**src/rtl/sdram_cmd_pkg.sv**
```systemverilog
package sdram_cmd_pkg;

  typedef enum logic [2:0] {
    OP_ACT  = 3'd0,
    OP_RD   = 3'd1,
    OP_WR   = 3'd2,
    OP_PRE  = 3'd3,
    OP_LMR  = 3'd4,
    OP_BST  = 3'd5,
    OP_RSV6 = 3'd6,
    OP_RSV7 = 3'd7
  } req_op_e;

  typedef enum logic [2:0] {
    CMD_NOP, CMD_ACT, CMD_RD, CMD_WR, CMD_BST, CMD_PRE, CMD_REF, CMD_LMR
  } cmd_e;

  typedef enum logic {ST_RUN, ST_REF} seq_e;

  typedef struct packed {
    logic cs_n;
    logic ras_n;
    logic cas_n;
    logic we_n;
  } pins_t;

  function automatic pins_t encode_cmd(cmd_e c);
    pins_t p;
    case (c)
      CMD_ACT: p = 4'b0011;
      CMD_RD:  p = 4'b0101;
      CMD_WR:  p = 4'b0100;
      CMD_BST: p = 4'b0110;
      CMD_PRE: p = 4'b0010;
      CMD_REF: p = 4'b0001;
      CMD_LMR: p = 4'b0000;
      default: p = 4'b0111;
    endcase
    return p;
  endfunction

endpackage

```
**src/rtl/sdram_req_check.sv**
```systemverilog
module sdram_req_check
  import sdram_cmd_pkg::*;
#(
  parameter int BANKS = 4,
  parameter int BA_W  = $clog2(BANKS)
) (
  input  logic [2:0]      op_raw,
  input  logic [BA_W-1:0] bank,
  input  logic [BANKS-1:0] open_q,
  input  logic            burst_stoppable,
  output logic            legal,
  output cmd_e            cmd
);
  req_op_e op;
  logic    bank_is_open;

  assign op           = req_op_e'(op_raw);
  assign bank_is_open = open_q[bank];

  always_comb begin
    legal = 1'b0;
    cmd   = CMD_NOP;
    case (op)
      OP_ACT: begin legal = !bank_is_open; cmd = CMD_ACT; end
      OP_RD:  begin legal = bank_is_open;  cmd = CMD_RD;  end
      OP_WR:  begin legal = bank_is_open;  cmd = CMD_WR;  end
      OP_PRE: begin legal = 1'b1;          cmd = CMD_PRE; end
      OP_LMR: begin legal = (bank < BA_W'(2)); cmd = CMD_LMR; end
      OP_BST: begin legal = burst_stoppable; cmd = CMD_BST; end
      default: begin legal = 1'b0; cmd = CMD_NOP; end
    endcase
  end
endmodule

```
**src/rtl/sdram_bank_tracker.sv**
```systemverilog
module sdram_bank_tracker
  import sdram_cmd_pkg::*;
#(
  parameter int BANKS = 4,
  parameter int BA_W  = $clog2(BANKS)
) (
  input  logic            clk,
  input  logic            rst_n,
  input  cmd_e            issue_cmd,
  input  logic [BA_W-1:0] issue_bank,
  input  logic            issue_flag,
  output logic [BANKS-1:0] open_q,
  output logic            burst_stoppable
);
  for (genvar b = 0; b < BANKS; b++) begin : g_bank
    logic hit;
    assign hit = (issue_bank == BA_W'(b));
    always_ff @(posedge clk) begin
      if (!rst_n) begin
        open_q[b] <= 1'b0;
      end else begin
        case (issue_cmd)
          CMD_ACT: if (hit) open_q[b] <= 1'b1;
          CMD_RD, CMD_WR: if (hit && issue_flag) open_q[b] <= 1'b0;
          CMD_PRE: if (hit || issue_flag) open_q[b] <= 1'b0;
          default: ;
        endcase
      end
    end
  end

  always_ff @(posedge clk) begin
    if (!rst_n) begin
      burst_stoppable <= 1'b0;
    end else begin
      case (issue_cmd)
        CMD_RD:  burst_stoppable <= !issue_flag;
        CMD_WR, CMD_BST, CMD_PRE, CMD_REF, CMD_LMR: burst_stoppable <= 1'b0;
        default: ;
      endcase
    end
  end
endmodule

```
**src/rtl/sdram_refresh_timer.sv**
```systemverilog
module sdram_refresh_timer #(
  parameter int INTERVAL = 780,
  parameter int CNT_W    = $clog2(INTERVAL)
) (
  input  logic clk,
  input  logic rst_n,
  input  logic serviced,
  output logic due
);
  localparam logic [CNT_W-1:0] RELOAD = CNT_W'(INTERVAL - 1);

  logic [CNT_W-1:0] cnt;
  logic             expire;

  assign expire = (cnt == '0);

  always_ff @(posedge clk) begin
    if (!rst_n) begin
      cnt <= RELOAD;
      due <= 1'b0;
    end else begin
      cnt <= expire ? RELOAD : cnt - 1'b1;
      due <= expire | (due & ~serviced);
    end
  end
endmodule

```
**src/rtl/sdram_cmd_issuer.sv**
```systemverilog
module sdram_cmd_issuer
  import sdram_cmd_pkg::*;
#(
  parameter int REFRESH_CYCLES = 780,
  parameter int BANKS          = 4,
  parameter int ROW_W          = 11,
  parameter int COL_W          = 8
) (
  input  logic                     clk,
  input  logic                     rst_n,
  input  logic                     req_valid,
  output logic                     req_ready,
  input  logic [2:0]               req_op,
  input  logic [$clog2(BANKS)-1:0] req_bank,
  input  logic [ROW_W-1:0]         req_addr,
  output logic                     req_err,
  output logic                     cmd_cs_n,
  output logic                     cmd_ras_n,
  output logic                     cmd_cas_n,
  output logic                     cmd_we_n,
  output logic [$clog2(BANKS)-1:0] cmd_ba,
  output logic [ROW_W-1:0]         cmd_a,
  output logic [BANKS-1:0]         bank_open
);
  localparam int BA_W   = $clog2(BANKS);
  localparam int FLAG_B = COL_W;
  localparam logic [ROW_W-1:0] COL_MASK  = {{(ROW_W-FLAG_B-1){1'b0}}, {(FLAG_B+1){1'b1}}};
  localparam logic [ROW_W-1:0] FLAG_ONLY = {{(ROW_W-FLAG_B-1){1'b0}}, 1'b1, {FLAG_B{1'b0}}};

  seq_e             seq_q, seq_d;
  logic             refresh_due, refresh_done;
  logic             req_legal, stoppable;
  cmd_e             req_cmd, nxt_cmd;
  logic [BA_W-1:0]  nxt_ba;
  logic [ROW_W-1:0] nxt_a;
  logic             nxt_err;
  pins_t            nxt_pins;

  sdram_refresh_timer #(.INTERVAL(REFRESH_CYCLES)) u_timer (
    .clk(clk), .rst_n(rst_n), .serviced(refresh_done), .due(refresh_due)
  );

  sdram_req_check #(.BANKS(BANKS)) u_check (
    .op_raw(req_op), .bank(req_bank), .open_q(bank_open),
    .burst_stoppable(stoppable), .legal(req_legal), .cmd(req_cmd)
  );

  sdram_bank_tracker #(.BANKS(BANKS)) u_banks (
    .clk(clk), .rst_n(rst_n), .issue_cmd(nxt_cmd), .issue_bank(nxt_ba),
    .issue_flag(nxt_a[FLAG_B]), .open_q(bank_open), .burst_stoppable(stoppable)
  );

  assign req_ready = (seq_q == ST_RUN) && !refresh_due;

  always_comb begin
    nxt_cmd      = CMD_NOP;
    nxt_ba       = '0;
    nxt_a        = '0;
    nxt_err      = 1'b0;
    refresh_done = 1'b0;
    seq_d        = seq_q;
    if (seq_q == ST_REF) begin
      nxt_cmd      = CMD_REF;
      refresh_done = 1'b1;
      seq_d        = ST_RUN;
    end else if (refresh_due) begin
      if (|bank_open) begin
        nxt_cmd = CMD_PRE;
        nxt_a   = FLAG_ONLY;
        seq_d   = ST_REF;
      end else begin
        nxt_cmd      = CMD_REF;
        refresh_done = 1'b1;
      end
    end else if (req_valid) begin
      if (!req_legal) begin
        nxt_err = 1'b1;
      end else begin
        nxt_cmd = req_cmd;
        case (req_cmd)
          CMD_ACT, CMD_LMR: begin nxt_ba = req_bank; nxt_a = req_addr; end
          CMD_RD, CMD_WR:   begin nxt_ba = req_bank; nxt_a = req_addr & COL_MASK; end
          CMD_PRE: begin
            nxt_a  = req_addr & FLAG_ONLY;
            nxt_ba = req_addr[FLAG_B] ? '0 : req_bank;
          end
          default: ;
        endcase
      end
    end
  end

  assign nxt_pins = encode_cmd(nxt_cmd);

  always_ff @(posedge clk) begin
    if (!rst_n) begin
      seq_q     <= ST_RUN;
      cmd_cs_n  <= 1'b1;
      cmd_ras_n <= 1'b1;
      cmd_cas_n <= 1'b1;
      cmd_we_n  <= 1'b1;
      cmd_ba    <= '0;
      cmd_a     <= '0;
      req_err   <= 1'b0;
    end else begin
      seq_q     <= seq_d;
      cmd_cs_n  <= nxt_pins.cs_n;
      cmd_ras_n <= nxt_pins.ras_n;
      cmd_cas_n <= nxt_pins.cas_n;
      cmd_we_n  <= nxt_pins.we_n;
      cmd_ba    <= nxt_ba;
      cmd_a     <= nxt_a;
      req_err   <= nxt_err;
    end
  end
endmodule

```
**config.mk**
```make
export PLATFORM = sky130hd
export DESIGN_NAME = sdram_cmd_issuer
export DESIGN_NICKNAME = d
export VERILOG_FILES = /design/src/rtl/sdram_cmd_pkg.sv /design/src/rtl/sdram_req_check.sv /design/src/rtl/sdram_bank_tracker.sv /design/src/rtl/sdram_refresh_timer.sv /design/src/rtl/sdram_cmd_issuer.sv
export SDC_FILE = /design/constraint.sdc
export NUM_CORES = 1
export LEC_CHECK = 0
export ABC_AREA = 1
export BUFFER_PORTS_ARGS = -buffer_cell sky130_fd_sc_hd__buf_2
export CORE_ASPECT_RATIO = 0.9
export CORE_MARGIN = 5
export CORE_UTILIZATION = 45
export DETAILED_ROUTE_END_ITERATION = 8
export PLACE_DENSITY = 0.74
export SLEW_MARGIN = 5
export SYNTH_ARGS = -nofsm -noshare
export SYNTH_HDL_FRONTEND = slang
export SYNTH_HIERARCHICAL = 1
export SYNTH_SLANG_ARGS = --single-unit
```
**constraint.sdc**
```tcl
create_clock -name clk -period 5.33 [get_ports clk]
set_input_delay 1.066 -clock clk [delete_from_list [all_inputs] [get_ports clk]]
set_output_delay 1.066 -clock clk [all_outputs]
set_load 0.01 [all_outputs]
```
; ---- Word-level counts from Yosys, hierarchy flattened
; Cells that the tools add are included.
[classes]
addsub = 1
order_cmp = 2
n_eq_ne = 32
muxes = 44
bitwise_logic = 7
n_reduce_logical = 32
[ops]
columns = operator, count
row1 = two-way mux 11 bit, 3
row2 = one-hot mux 11 bit (3 select lines), 1
row3 = "== test 3 bit, second input constant", 8
row4 = "inequality test 2 x 1 -> 1 bit, second input constant", 12
row5 = one-hot mux 3 bit (7 select lines), 1
row6 = "== test 3 x 2 -> 1 bit, second input constant", 6
row7 = two-way mux 1 bit, 18
row8 = two-way mux 9 bit, 2
row9 = one-hot mux 3 bit (6 select lines), 1
row10 = AND reduction 4 bit, 4
row11 = two-way mux 2 bit, 6
row12 = two-way mux 3 bit, 4
row13 = one-hot mux 1 bit (3 select lines), 4
row14 = OR reduction 2 bit, 6
row15 = OR reduction 4 bit, 3
row16 = logical NOT 10 bit, 1
row17 = "subtractor 10 x 1 -> 10 bit, second input constant", 1
row18 = "== test 3 x 1 -> 1 bit, second input constant", 3
row19 = logical AND 1 bit, 5
row20 = NOT 1 bit, 5
row21 = one-hot mux 1 bit (5 select lines), 1
row22 = OR reduction 5 bit, 1
row23 = "== test 2 bit, second input constant", 2
row24 = logical OR 1 bit, 4
row25 = 14 further kinds, 16
[totals]
reg_bits = 35
inputBits = 19
out_inout_bits = 23

; ---- Depth between registers and ports, before layout
[depth]
word_depth = 13
depth_mapped = 19
depth_no_buf = 19

; ---- By module
; Netlist, hierarchy kept.
[modules_own_cells]
columns = module, n_inst, cells_each, area_per_inst_um2
row1 = sdram_cmd_issuer, 1, 99, 779.5
row2 = sdram_refresh_timer, 1, 71, 538.0
row3 = sdram_bank_tracker, 1, 62, 352.8
row4 = sdram_req_check, 1, 30, 132.6

; ---- Least setup slack after synthesis
; Ideal clock, no wire load.
[synth_timing]
path_kind = input to register
startpoint = input req_op[1]
endpoint = register u_banks.open_q[1]
setup_time_ns = 0.115
arrival_ns = 2.529
required_ns = 5.215
path_slack_ns = 2.686
stages = 14
n_path_buf = 0
path_cell_list = nor2_2 -> nand2_2 -> nor2_2 -> nor2_1 -> nand3_1 -> nand2_2 -> o21ai_0 -> inv_2 -> nand2_2 -> nand2_2 -> inv_2 -> nor2_2 -> a21oi_1 -> nor2_1
[synth_between]
elab_cells_between_ends = 45
cone_classes = 18 x eq/ne / 17 x mux / 10 x reduce/logical
[synth_lines]
columns = item, line_no
row1 = "start, declared", sdram_cmd_issuer.sv:13  ; input logic [2:0] req_op,
row2 = == test 3 x 1 -> 1 bit / == test 3 x 2 -> 1 bit (equally long branches), sdram_req_check.sv:23  ; case (op)
row3 = OR reduction 2 bit (no line), -
row4 = one-hot mux 1 bit (5 select lines) *, sdram_req_check.sv:23
row5 = via req_legal, sdram_cmd_issuer.sv:32  ; logic req_legal, stoppable;
row6 = two-way mux 3 bit *, sdram_cmd_issuer.sv:76  ; if (!req_legal) begin
row7 = two-way mux 3 bit *, sdram_cmd_issuer.sv:75  ; end else if (req_valid) begin
row8 = two-way mux 3 bit *, sdram_cmd_issuer.sv:66  ; end else if (refresh_due) begin
row9 = two-way mux 3 bit *, sdram_cmd_issuer.sv:62  ; if (seq_q == ST_REF) begin
row10 = via nxt_cmd[2], sdram_cmd_issuer.sv:33  ; cmd_e req_cmd, nxt_cmd;
row11 = == test 3 x 2 -> 1 bit, sdram_bank_tracker.sv:22  ; case (issue_cmd)
row12 = OR reduction 2 bit, sdram_bank_tracker.sv:22
row13 = inequality test 2 x 1 -> 1 bit (no line) / nonzero test 3 bit (equally long branches), -
row14 = AND reduction 4 bit (no line), -
row15 = "end signal, assigned by index", sdram_bank_tracker.sv:23  ; CMD_ACT: if (hit) open_q[b] <= 1'b1;
row16 = "end signal, assigned by index", sdram_bank_tracker.sv:24  ; CMD_RD, CMD_WR: if (hit && issue_flag) open_q[b] <= 1'b0;
row17 = "end signal, assigned by index", sdram_bank_tracker.sv:25  ; CMD_PRE: if (hit || issue_flag) open_q[b] <= 1'b0;
row18 = "end, declared", sdram_bank_tracker.sv:12  ; output logic [BANKS-1:0] open_q,
; The timed path passes the listed nets; every way through them passes the cells marked *.
; A chain may end at the register's enable or synchronous reset.

; ---- Worst setup path after layout
[layout_timing]
startpoint = input req_op[2]
endpoint = register u_banks.open_q[0]
[layout_between]
elab_cells_between_ends = 45
cone_classes = 17 x eq/ne / 17 x mux / 11 x reduce/logical
[layout_lines]
columns = item, line_no
row1 = == test 3 bit (tied with other cells), sdram_req_check.sv:23
row2 = one-hot mux 3 bit (6 select lines) *, sdram_req_check.sv:23
row3 = via req_cmd[1], sdram_cmd_issuer.sv:33
row4 = == test 3 x 2 -> 1 bit (tied with other cells), sdram_cmd_issuer.sv:80  ; case (req_cmd)
row5 = OR reduction 2 bit, -
row6 = one-hot mux 11 bit (3 select lines) *, sdram_cmd_issuer.sv:80
row7 = two-way mux 11 bit *, sdram_cmd_issuer.sv:76
row8 = two-way mux 11 bit *, sdram_cmd_issuer.sv:75
row9 = two-way mux 11 bit *, sdram_cmd_issuer.sv:66
row10 = two-way mux 9 bit *, sdram_cmd_issuer.sv:62
row11 = via nxt_a[8], sdram_cmd_issuer.sv:35  ; logic [ROW_W-1:0] nxt_a;
row12 = logical OR 1 bit / logical AND 1 bit (equally long branches), "sdram_bank_tracker.sv:25, sdram_bank_tracker.sv:24"
row13 = inequality test 2 x 1 -> 1 bit (no line), -
row14 = AND reduction 4 bit (no line) *, -
; Marked as above.

==> metrics.cfg <==
[outcome]
outcome = finished clean

[sta]
max_freq_mhz = 357
relSlewSlack = 0.659
hold_viol = 0
min_period_ps = 2800
fin_crit_sh = 0.525
setup_ws_ps = 2530
holdWs_ps = 418
skew_ps = 5.35
finalSetupTns_ps = 0
finalSetupViolations = 0
slew_violations = 0
tightest_slew_ps = 507
rsz0062_at_grt = no

[placed_design]
hpwl_um = 2980
placed_cell_area_mm2 = 0.00207
placed_cells = 349
pre_cts_ws_ps = 2260
io_buffers = 41
gp_congestion = 0.875

[cells_and_area]
layout_common_cells = nand2_1 (50), inv_1 (41), buf_2 (41)
final_common_cell = nand2_1
diodes = 0
area_growth_pct = 20.8
num-nets-final = 330
drive_above_1_share = 0.289
fin_area_mm2 = 0.00218
post-route-util = 0.576
stdcell_count = 357

[die]
die_w_um = 76.7
die_h_um = 70.1
io_pins = 42
die_area_mm2 = 0.00537
initial_core_util = 0.477
core-area_mm2 = 0.00378
core.rowCount = 21

[clock_tree]
cts_buffer_depth = 2
insertion_delay_ps = 280
cts_resized = 0
path_clk_slew_ps = 70
clock-sinks = 35
hold_buffers = 0
cts_tree = built
root_buffer = clkbuf_8
cts_max_level = 2
cts_setup_buffers = 0
numCtsBuffers = 5

[hold_path]
worstHoldPathType = register to register

[logic_synthesis]
syn-num-nets = 282
syn_area_mm2 = 0.00180
synth-seq-cells = 35
seq_area_frac_synth = 0.389
syn-mean-instance-area_um2 = 6.88
ys_warn_count = 6
synth.distinct_cells = 25
syn_inst = 262

[power]
ir_drop_uv = 138
p_seq_frac = 0.465
leakagePower_nw = 1.11
powerDensity_mw_per_mm2 = 272
p_sw_frac = 0.262
power.switching_mw = 0.155
clkPwrFrac = 0.401
p_int_mw = 0.438
p_comb_frac = 0.134
p_total_mw = 0.593

[critical_path]
cp_data_arrival_time_ps = 3010
worstPathRequired_ps = 5540
endpoint_kind = register
crit_path_max_incr_delay_ps = 370
ff2ff_setup_slack_ps = 3160
path_cells = buf_2 > inv_1 > nand2_1 > o21ai_0 > nand2_1 > nand2_1 > nand3_1 > nand2_1 > nand2_1 > inv_1 > inv_1 > nand3_1 > nand3_1 > nand2_1 > nand2_1 > a21oi_1
r2r_end = u_banks/open_q[2]
crit_type = primary input to register
r2r-start = u_banks/open_q[3]
worst_setup_path_start_kind = primary input
cp.depth = 16
crit_top_cell = nand2_1
crit_start = req_op[2]
cpMaxStageDelayCell = o21ai_0
endpoint = u_banks/open_q[0]
path_max_fanout = 5
crit_buf_inv = 4
reg2reg_depth = 10
critPathTopFamily = simple AND/OR/NAND/NOR gates

[global_route]
grt_pass1_wl_um = 6580
grt_max_degree = 13
grt_pass1_vias = 1501
grt_overflow = 0
grt_usage = 0.151
antenna_found_initial = 0

[routing]
vias = 1698
ant_nets = 0
drtIter0Drc = 110
wl_um = 3820
routedWlPerCell_um = 10.7
drt-vias-per-instance = 4.76
dr.pass1.iters = 4
drc = 0

[run]
cap_violations = 0

==> state kept, by name, indices dropped and copies added (netlist names), 2 cells and up <==
signal / count
cmd_a: 11
u_timer/cnt: 10
u_banks/open_q: 4
cmd_ba: 2
==> cell type report <==
cell class / instances / area, µm²
timing repair buffer: 41 / 205
clock buffer: 5 / 68.8
tap: 46 / 57.6
fill: 369 / 1610
multi-input combinational: 178 / 918
clock inverter: 3 / 43.8
inverter: 49 / 184
sequential: 35 / 701
==> cells by family after synthesis <==
kind of cell | count (synthesis) | share of synthesized area
buf+inv | 49 | 0.102
fa+ha+maj | 1 | 0.00694
compound gates | 22 | 0.0722
flops | 35 | 0.389
xor+xnor | 1 | 0.00486
simple gates | 154 | 0.425
==> per-layer routing <==
layer / GRT usage / vias up / routed length, µm
met1: 0.212 / 734 / 1860
met5: 0 / - / 0
met4: 0.0699 / 0 / 62
met3: 0.0360 / 4 / 192
met2: 0.217 / 44 / 1710
li1: - / 916 / -
==> power groups by stage <==
stage / sequential, mW / clock (mW) / combinational [mW]
3_5_place_dp: 0.282 / 0 / 0.0787
5_1_grt: 0.277 / 0.257 / 0.0902
2_1_floorplan: 0.284 / 0 / 0.0508
3_3_place_gp: 0.282 / 0 / 0.0778
4_1_cts: 0.276 / 0.246 / 0.0790
6_report: 0.276 / 0.237 / 0.0795
==> worst min path at each step <==
stage	from	to	slack [ps]	depth (start not counted)
global route	u_timer/cnt[0]	u_timer/cnt[0]	460	1
detailed placement	u_timer/cnt[0]	u_timer/cnt[0]	400	1
CTS	u_timer/cnt[0]	u_timer/cnt[0]	420	1
floorplan	u_timer/cnt[0]	u_timer/cnt[0]	390	1
global placement	u_timer/cnt[0]	u_timer/cnt[0]	400	1
finish	u_timer/cnt[0]	u_timer/cnt[0]	420	1
==> Yosys cell counts <==
library cell / count / area [µm²]
o21ai_0: 7 / 35.0
nor2_2: 13 / 81.3
ha_1: 1 / 12.5
nor2_1: 31 / 116
a21oi_4: 1 / 16.3
or2_2: 1 / 6.26
nand4_1: 4 / 25.0
nand2_4: 3 / 33.8
inv_2: 7 / 26.3
a21oi_2: 1 / 8.76
dfxtp_1: 35 / 701
nor3_1: 3 / 15.0
nand3b_1: 1 / 7.51
nand2_1: 50 / 188
a21oi_1: 10 / 50.1
o21ai_1: 1 / 5.00
xor2_1: 1 / 8.76
inv_1: 41 / 154
nand3_2: 1 / 10.0
nand4_2: 1 / 12.5
clkinv_1: 1 / 3.75
nor2_4: 5 / 56.3
nand3_1: 33 / 165
o211ai_1: 2 / 15.0
nand2_2: 8 / 50.1
No activity file was read; power rests on OpenSTA's default activity.
